## config.mk

```make
export PLATFORM = sky130hd
export DESIGN_NAME = esc_lp_rx
export DESIGN_NICKNAME = d
export VERILOG_FILES = /design/src/rtl/esc_lp_pkg.sv /design/src/rtl/esc_lp_deglitch.sv /design/src/rtl/esc_lp_seq_fsm.sv /design/src/rtl/esc_lp_byte_asm.sv /design/src/rtl/esc_lp_rx.sv
export SDC_FILE = /design/constraint.sdc
export NUM_CORES = 1
export LEC_CHECK = 0
export ABC_AREA = 1
export BUFFER_PORTS_ARGS = -buffer_cell sky130_fd_sc_hd__buf_2
export CAP_MARGIN = 20
export CORE_UTILIZATION = 45
export DETAILED_ROUTE_END_ITERATION = 10
export SLEW_MARGIN = 20
export SYNTH_ARGS = -nofsm -noshare
export SYNTH_HDL_FRONTEND = slang
export SYNTH_SLANG_ARGS = --single-unit
```

## constraint.sdc

```tcl
create_clock -name clk -period 1.5 [get_ports clk]
set_input_delay 0 -clock clk [delete_from_list [all_inputs] [get_ports clk]]
set_output_delay 0 -clock clk [all_outputs]
set_load 0.01 [all_outputs]
```

## src/rtl/esc_lp_pkg.sv

```systemverilog
package esc_lp_pkg;

    // Two-wire line state, bit 1 = positive wire, bit 0 = negative wire
    typedef enum logic [1:0] {
        LN_00 = 2'b00,
        LN_01 = 2'b01,
        LN_10 = 2'b10,
        LN_11 = 2'b11
    } line_t;

    typedef enum logic [2:0] {
        ST_STOP      = 3'd0,
        ST_ENT_A     = 3'd1,
        ST_ENT_B     = 3'd2,
        ST_ENT_C     = 3'd3,
        ST_SPACE     = 3'd4,
        ST_MARK_ONE  = 3'd5,
        ST_MARK_ZERO = 3'd6
    } seq_st_t;

endpackage

```

## src/rtl/esc_lp_deglitch.sv

```systemverilog
module esc_lp_deglitch
    import esc_lp_pkg::*;
#(
    parameter int STABLE_CYC = 4
) (
    input  logic       clk,
    input  logic       rst_n,
    input  logic [1:0] raw,
    output line_t      line,
    output logic       line_chg
);
    localparam int CW = $clog2(STABLE_CYC + 1);

    logic [1:0]    cand;
    logic [CW-1:0] run;

    always_ff @(posedge clk) begin
        if (!rst_n) begin
            cand     <= 2'b11;
            run      <= CW'(STABLE_CYC);
            line     <= LN_11;
            line_chg <= 1'b0;
        end else begin
            line_chg <= 1'b0;
            if (raw != cand) begin
                cand <= raw;
                run  <= CW'(1);
            end else begin
                if (run < CW'(STABLE_CYC))
                    run <= run + 1'b1;
                // this sample completes a run of STABLE_CYC equal samples
                if (run == CW'(STABLE_CYC - 1) && line_t'(cand) != line) begin
                    line     <= line_t'(cand);
                    line_chg <= 1'b1;
                end
            end
        end
    end
endmodule

```

## src/rtl/esc_lp_seq_fsm.sv

```systemverilog
module esc_lp_seq_fsm
    import esc_lp_pkg::*;
(
    input  logic    clk,
    input  logic    rst_n,
    input  line_t   line,
    input  logic    line_chg,
    input  logic    partial,
    output logic    esc_active,
    output logic    bit_vld,
    output logic    bit_val,
    output logic    asm_clr,
    output logic    seq_err,
    output seq_st_t state_o
);
    seq_st_t state, nxt;
    logic    go_n, val_n, clr_n, err_n;

    always_comb begin
        nxt   = state;
        go_n  = 1'b0;
        val_n = 1'b0;
        clr_n = 1'b0;
        err_n = 1'b0;
        if (line_chg) begin
            unique case (state)
                ST_STOP: begin
                    if (line == LN_10) nxt = ST_ENT_A;
                end
                ST_ENT_A: begin
                    if (line == LN_00) nxt = ST_ENT_B;
                    else begin nxt = ST_STOP; err_n = 1'b1; end
                end
                ST_ENT_B: begin
                    if (line == LN_01) nxt = ST_ENT_C;
                    else begin nxt = ST_STOP; err_n = 1'b1; end
                end
                ST_ENT_C: begin
                    if (line == LN_00) begin nxt = ST_SPACE; clr_n = 1'b1; end
                    else begin nxt = ST_STOP; err_n = 1'b1; end
                end
                ST_SPACE: begin
                    if (line == LN_10)      nxt = ST_MARK_ONE;
                    else if (line == LN_01) nxt = ST_MARK_ZERO;
                    else begin nxt = ST_STOP; err_n = 1'b1; clr_n = 1'b1; end
                end
                ST_MARK_ONE: begin
                    if (line == LN_00) begin
                        nxt = ST_SPACE; go_n = 1'b1; val_n = 1'b1;
                    end else if (line == LN_11) begin
                        nxt = ST_STOP; clr_n = 1'b1; err_n = partial;
                    end else begin
                        nxt = ST_STOP; err_n = 1'b1; clr_n = 1'b1;
                    end
                end
                ST_MARK_ZERO: begin
                    if (line == LN_00) begin
                        nxt = ST_SPACE; go_n = 1'b1;
                    end else begin
                        nxt = ST_STOP; err_n = 1'b1; clr_n = 1'b1;
                    end
                end
                default: nxt = ST_STOP;
            endcase
        end
    end

    // state register
    always_ff @(posedge clk) begin
        if (!rst_n) state <= ST_STOP;
        else        state <= nxt;
    end

    // registered outputs
    always_ff @(posedge clk) begin
        if (!rst_n) begin
            esc_active <= 1'b0;
            bit_vld    <= 1'b0;
            bit_val    <= 1'b0;
            asm_clr    <= 1'b0;
            seq_err    <= 1'b0;
        end else begin
            esc_active <= (nxt == ST_SPACE) || (nxt == ST_MARK_ONE) || (nxt == ST_MARK_ZERO);
            bit_vld    <= go_n;
            bit_val    <= val_n;
            asm_clr    <= clr_n;
            seq_err    <= err_n;
        end
    end

    assign state_o = state;
endmodule

```

## src/rtl/esc_lp_byte_asm.sv

```systemverilog
module esc_lp_byte_asm #(
    parameter int BYTE_W = 8
) (
    input  logic              clk,
    input  logic              rst_n,
    input  logic              bit_vld,
    input  logic              bit_val,
    input  logic              clr,
    output logic [BYTE_W-1:0] rx_byte,
    output logic              rx_valid,
    output logic              partial
);
    localparam int NW = $clog2(BYTE_W);

    logic [BYTE_W-1:0] shreg;
    logic [NW-1:0]     nbits;
    logic [BYTE_W-1:0] shifted;

    assign shifted = {bit_val, shreg[BYTE_W-1:1]};

    always_ff @(posedge clk) begin
        if (!rst_n) begin
            shreg    <= '0;
            nbits    <= '0;
            rx_byte  <= '0;
            rx_valid <= 1'b0;
        end else begin
            rx_valid <= 1'b0;
            if (clr) begin
                nbits <= '0;
            end else if (bit_vld) begin
                shreg <= shifted;
                if (nbits == NW'(BYTE_W - 1)) begin
                    nbits    <= '0;
                    rx_byte  <= shifted;
                    rx_valid <= 1'b1;
                end else begin
                    nbits <= nbits + 1'b1;
                end
            end
        end
    end

    assign partial = (nbits != '0);
endmodule

```

## src/rtl/esc_lp_rx.sv

```systemverilog
module esc_lp_rx
    import esc_lp_pkg::*;
#(
    parameter int STABLE_CYC = 4,
    parameter int BYTE_W     = 8
) (
    input  logic              clk,
    input  logic              rst_n,
    input  logic              lp_p,
    input  logic              lp_n,
    output logic              esc_active,
    output logic [BYTE_W-1:0] rx_byte,
    output logic              rx_valid,
    output logic              seq_err
);
    line_t   line;
    logic    line_chg;
    logic    partial, bit_vld, bit_val, asm_clr;
    seq_st_t fsm_state;

    esc_lp_deglitch #(.STABLE_CYC(STABLE_CYC)) u_dg (
        .clk(clk), .rst_n(rst_n), .raw({lp_p, lp_n}),
        .line(line), .line_chg(line_chg)
    );

    esc_lp_seq_fsm u_fsm (
        .clk(clk), .rst_n(rst_n), .line(line), .line_chg(line_chg),
        .partial(partial), .esc_active(esc_active), .bit_vld(bit_vld),
        .bit_val(bit_val), .asm_clr(asm_clr), .seq_err(seq_err),
        .state_o(fsm_state)
    );

    esc_lp_byte_asm #(.BYTE_W(BYTE_W)) u_asm (
        .clk(clk), .rst_n(rst_n), .bit_vld(bit_vld), .bit_val(bit_val),
        .clr(asm_clr), .rx_byte(rx_byte), .rx_valid(rx_valid),
        .partial(partial)
    );
endmodule

```

After elaboration in Yosys (flattened, before gate mapping)
Cells that the tools add are included.
Widths: inputs -> output; s select.

operators by class
  add/sub/neg operators = 2
  $lt $le $gt $ge = 1
  eq/ne operators = 16
  muxes and demuxes = 21
  bitwise operators = 4
  reductions and logical operators = 19

operators by type and width
  kind                 number
  $mux 3               8
  $eq 3x3->1 const B   7
  $pmux 3 s5           1
  $eq 3x2->1 const B   3
  $reduce_and 3->1     3
  $reduce_or 3->1      3
  $mux 1               8
  $add 3x1->3 const B  2
  $reduce_and 2->1     3
  $reduce_or 2->1      3
  $eq 2x2->1 const B   2
  $mux 2               2
  $ne 2x2->1           2
  $not 1->1            4
  $pmux 1 s4           1
  $eq 3x1->1 const B   1
  $logic_not 3->1      1
  $lt 3x3->1 const B   1
  $pmux 1 s3           1
  $reduce_bool 3->1    1
  $eq 2x1->1 const B   1
  $logic_not 2->1      1
  $logic_or 1x1->1     2
  $reduce_bool 2->1    1
  $logic_and 1x1->1    1

word-level totals
  register bits after elaboration = 36
  input bits = 4
  output and inout bits = 11

Logic depth before layout (Yosys ltp)
  word-level depth = 8
  mapped depth = 9

Modules after synthesis
A second synthesis with hierarchy kept.

unflattened totals
  cell total of the unflattened synthesis = 219
  area, all modules = 1614.0 um2

modules (own cells, without submodules)
  module           instances  cells each  area an instance (um2)
  esc_lp_byte_asm  1          99          738.2
  esc_lp_seq_fsm   1          69          508.0
  esc_lp_deglitch  1          51          367.9

Worst setup path after synthesis
No wires, ideal clock.

  path kind = reg-to-reg
  from = register u_asm.nbits[0]
  to = register u_asm.rx_byte[4]
  library setup time = 0.095 ns
  data arrival time = 1.110 ns
  data required time = 1.405 ns
  setup slack = 0.295 ns
  stages on the path, launching flop included = 5
  buffers on the path = 0
  cell sequence = dfxtp_1 > ha_1 > ha_1 > nand2_4 > a221oi_1

on the way
  longest elaborated chain between the ends = 2

RTL lines
  what                               RTL line               source
  start: declaration                 esc_lp_byte_asm.sv:16  logic [NW-1:0] nbits;
  start signal: assignment           esc_lp_byte_asm.sv:38  nbits <= nbits + 1'b1;
  $eq 3x3->1                         esc_lp_byte_asm.sv:33  if (nbits == NW'(BYTE_W - 1)) begin
  $reduce_and 3->1 (no source line)  -
  end signal: assignment             esc_lp_byte_asm.sv:35  rx_byte <= shifted;
  end: declaration                   esc_lp_byte_asm.sv:9   output logic [BYTE_W-1:0] rx_byte,

Every way passes these cells.
A chain may end at the register's enable or synchronous reset.

Final worst setup path
  from = register u_asm.nbits[0]
  to = register u_asm.rx_byte[5]

Same word-level chain as after synthesis.

==> impl_metrics.py <==
metrics = {
    "status": {
        "outcome": "finished, final reports clean",
    },
    "timing": {
        "fin_crit_ns": 1.34,
        "grt_setup_unrepaired": "no",
        "timing.fmax_ghz": 0.744,
        "skew_ns": 0.00389,
        "max_slew_margin_pct": 82.1,
        "hold_violations": 0,
        "post-route-period-util_pct": 89.6,
        "setup_slack_ns": 0.156,
        "finalMaxSlewViolations": 0,
        "worst_pin_slew_ns": 0.268,
        "setup_tns_ns": 0,
        "hold_slack_ns": 0.0181,
        "final-setup-viol-count": 0,
    },
    "critical_path": {
        "reg2reg_from": "u_asm.nbits[0]",
        "slowest_stage": "dfxtp_1",
        "crit_chain": "ha_1, ha_2, nand2_4, a221oi_1",
        "startpoint": "u_asm.nbits[0]",
        "path_buf_inv": 0,
        "r2r-end": "u_asm.rx_byte[5]",
        "worst_setup_path_start_kind": "register",
        "cp-endpoint": "u_asm.rx_byte[5]",
        "max_stage_delay_ns": 0.38,
        "r2r_slack_ns": 0.16,
        "crit_fanout": 9,
        "worstPathArrival_ns": 1.57,
        "cp-end-kind": "register",
        "critPathTopFamily": "adder cells",
        "crit_required_ns": 1.73,
        "worstRegToRegCells": 4,
        "path_depth": 4,
        "worstSetupPathType": "reg2reg",
    },
    "grt": {
        "grt_start_max_net_pins": 19,
        "grt_pass1_vias": 1134,
        "antenna_found_initial": 0,
        "grt_pass1_wl_mm": 4.79,
        "globalRouteOverflowTotal": 0,
        "grt_use_total_pct": 18.3,
    },
    "detailed_routing": {
        "wirelength_mm": 2.76,
        "vias": 1241,
        "dr.pass1.iters": 4,
        "avgRoutedWirePerCell_um": 10.7,
        "routed_via_density": 4.83,
        "drc": 0,
        "drtAntennaViolNets": 0,
        "drt_iter0_markers": 70,
    },
    "pwr": {
        "powerDensity_nw_per_um2": 901,
        "power_frac_clock_pct": 36.0,
        "switchingPower_mw": 0.331,
        "p_comb_share_pct": 3.7,
        "seq_power_share_pct": 60.3,
        "leakage_nw": 0.825,
        "cellInternalPower_mw": 1.24,
        "p_sw_share_pct": 21.1,
        "peakVddDrop_uv": 624,
    },
    "finish": {
        "seqCellArea_um2": 702,
        "syn_to_final_growth_pct": 13.5,
        "utilization_pct": 55.3,
        "drive_gt1_share_pct": 18.8,
        "fillers": 303,
        "diodes": 0,
        "fin_nets": 224,
        "design_area_um2": 1740,
        "multi_input_area_um2": 733,
    },
    "floorplanning": {
        "core_um2": 3150,
        "die_h_um": 60.4,
        "row_count": 20,
        "ios": 15,
        "start_util_pct": 48.7,
        "die_w_um": 60.4,
        "die_area_um2": 3650,
    },
    "placement": {
        "dp_slack_ns": 0.0868,
        "dpl_cell_area_um2": 1650,
        "gp_congestion": 0.831,
        "numPortBuffers": 14,
        "place_hpwl_mm": 2.03,
    },
    "job": {
        "maxCapViolCount": 0,
    },
    "min_path": {
        "hp-class": "in2reg",
    },
    "synth": {
        "netlist_instances": 191,
        "yosysSeqAreaShare_pct": 45.6,
        "yosysUniqueCellTypes": 26,
        "yosysWarningCount": 0,
        "syn_area_um2": 1540,
        "ys_ff_latch": 35,
        "synth_area_per_cell_um2": 8.04,
        "synth_nets": 203,
    },
    "clock_tree": {
        "cts-root-buf": "clkbuf_4",
        "cts_tree": "built",
        "clkSinkCount": 35,
        "htreeDepth": 2,
        "numCtsBuffers": 5,
        "clk_latency_ns": 0.33,
        "cts.clk_slew.worst_paths_ns": 0.10,
        "cts_setup_buffers": 0,
        "clockBufferDepth": 2,
    },
}
-- synthesized netlist by cell type --
cell type  instances  area, µm²
nand2_2            1       6.26
nand2_1           33        124
xnor2_1            3       26.3
or2_1              1       6.26
buf_2              2       10.0
nor3_1             1       5.00
a221oi_1           3       26.3
nand3b_1           1       7.51
nand2_4            1       11.3
nand3_2            3       30.0
nand3_1           16       80.1
a211oi_1           1       7.51
nor2_1            26       97.6
a21oi_1            8       40.0
o21ai_0           14       70.1
nor3_2             2       20.0
ha_1               8        100
buf_4              1       7.51
nand4_1            2       12.5
dfxtp_1           35        701
inv_2              4       15.0
mux2i_1            1       10.0
nor2_4             1       11.3
inv_1             19       71.3
nor2_8             1       20.0
or2_2              3       18.8
-- per-layer routing --
metal	part of all wire [%]	routed length (µm)	vias up	global-route usage [%]
met5	0	0	-	0
met4	1.9	53	0	7.79
met3	4.8	133	6	7.04
met2	45	1250	25	29.4
met1	48	1330	546	22.1
li1	-	-	664	-
-- how the worst min path moves through the flow --
stage	from	end	slack, ns	depth (start not counted)
floorplan	lp_n	u_dg.cand[0]	0.11	1
global placement	lp_p	u_dg.cand[1]	0.21	2
detailed placement	lp_n	u_dg.cand[0]	0.22	2
CTS	rst_n	u_dg.line_chg	0.009	3
global route	rst_n	u_dg.line_chg	0.02	3
finish	rst_n	u_dg.line_chg	0.02	3
-- state kept, by name (all words and copies together), names as in the netlist --
register          count
u_dg.run              3
u_fsm.asm_clr         1
u_asm.shreg           7
u_asm.rx_byte         8
u_fsm.bit_vld         1
u_fsm.esc_active      1
u_dg.line             2
u_dg.cand             2
u_dg.line_chg         1
u_asm.nbits           3
u_fsm.seq_err         1
u_fsm.bit_val         1
u_fsm.state_o         3
u_asm.rx_valid        1
-- worst reg2reg max path: cells and delay by family (launching register included) --
kind / cells / cell delay, ns
flip-flops: 1 / 0.38
adder cells (fa/ha/maj): 2 / 0.44
AND/OR/NAND/NOR: 1 / 0.11
AO/OA/AOI/OAI: 1 / 0.31
-- layout make-up --
class,instances,area share [%]
multi-input combinational,130,42.1
sequential,35,40.3
timing repair buffer,17,5.60
inverter,23,4.95
clock buffer,8,3.95
tap,44,3.16
-- power by group through the flow --
stage	sequential [mW]	clock, mW	combinational, mW
2_1_floorplan	0.966	0	0.0419
3_5_place_dp	0.969	0	0.0542
3_3_place_gp	0.968	0	0.0523
6_report	0.947	0.565	0.0576
5_1_grt	0.949	0.643	0.0657
4_1_cts	0.947	0.591	0.0585
-- through the flow --
step	total power, mW	std cells
after global routing	1.66	257
after detailed placement	1.02	247
after global placement	1.02	247
after CTS	1.60	257
after floorplan	1.01	191
final	1.57	257
-- timing repair --
action                                 4_1_cts  5_1_grt
resized for setup                            0        2
endpoints found under the hold margin        2        0
hold buffers                                 2        0
setup endpoints to repair                    0        2
-- placed cells by master (no fill, tap or decap), drive strengths merged, types with 2 or more instances in the layout --
| master | instances |
|---|---|
| dfxtp | 35 |
| xnor2 | 3 |
| nor2 | 28 |
| nand2 | 35 |
| nand4 | 2 |
| nand3 | 19 |
| a21oi | 8 |
| dlygate4sd3 | 2 |
| or2 | 4 |
| buf | 15 |
| a221oi | 3 |
| clkbuf | 8 |
| nor3 | 3 |
| inv | 23 |
| ha | 8 |
| o21ai | 14 |
-- cell families after synthesis --
group	synth area share [%]
and+or+nand+nor	29.3
DFF	45.6
AOI/OAI and AO/OA	9.37
buffers and inverters	6.76
adders and majority gates	6.52
xor gates and xnor gates	1.71
muxes	0.652
No activity file was read; power rests on OpenSTA's default activity.
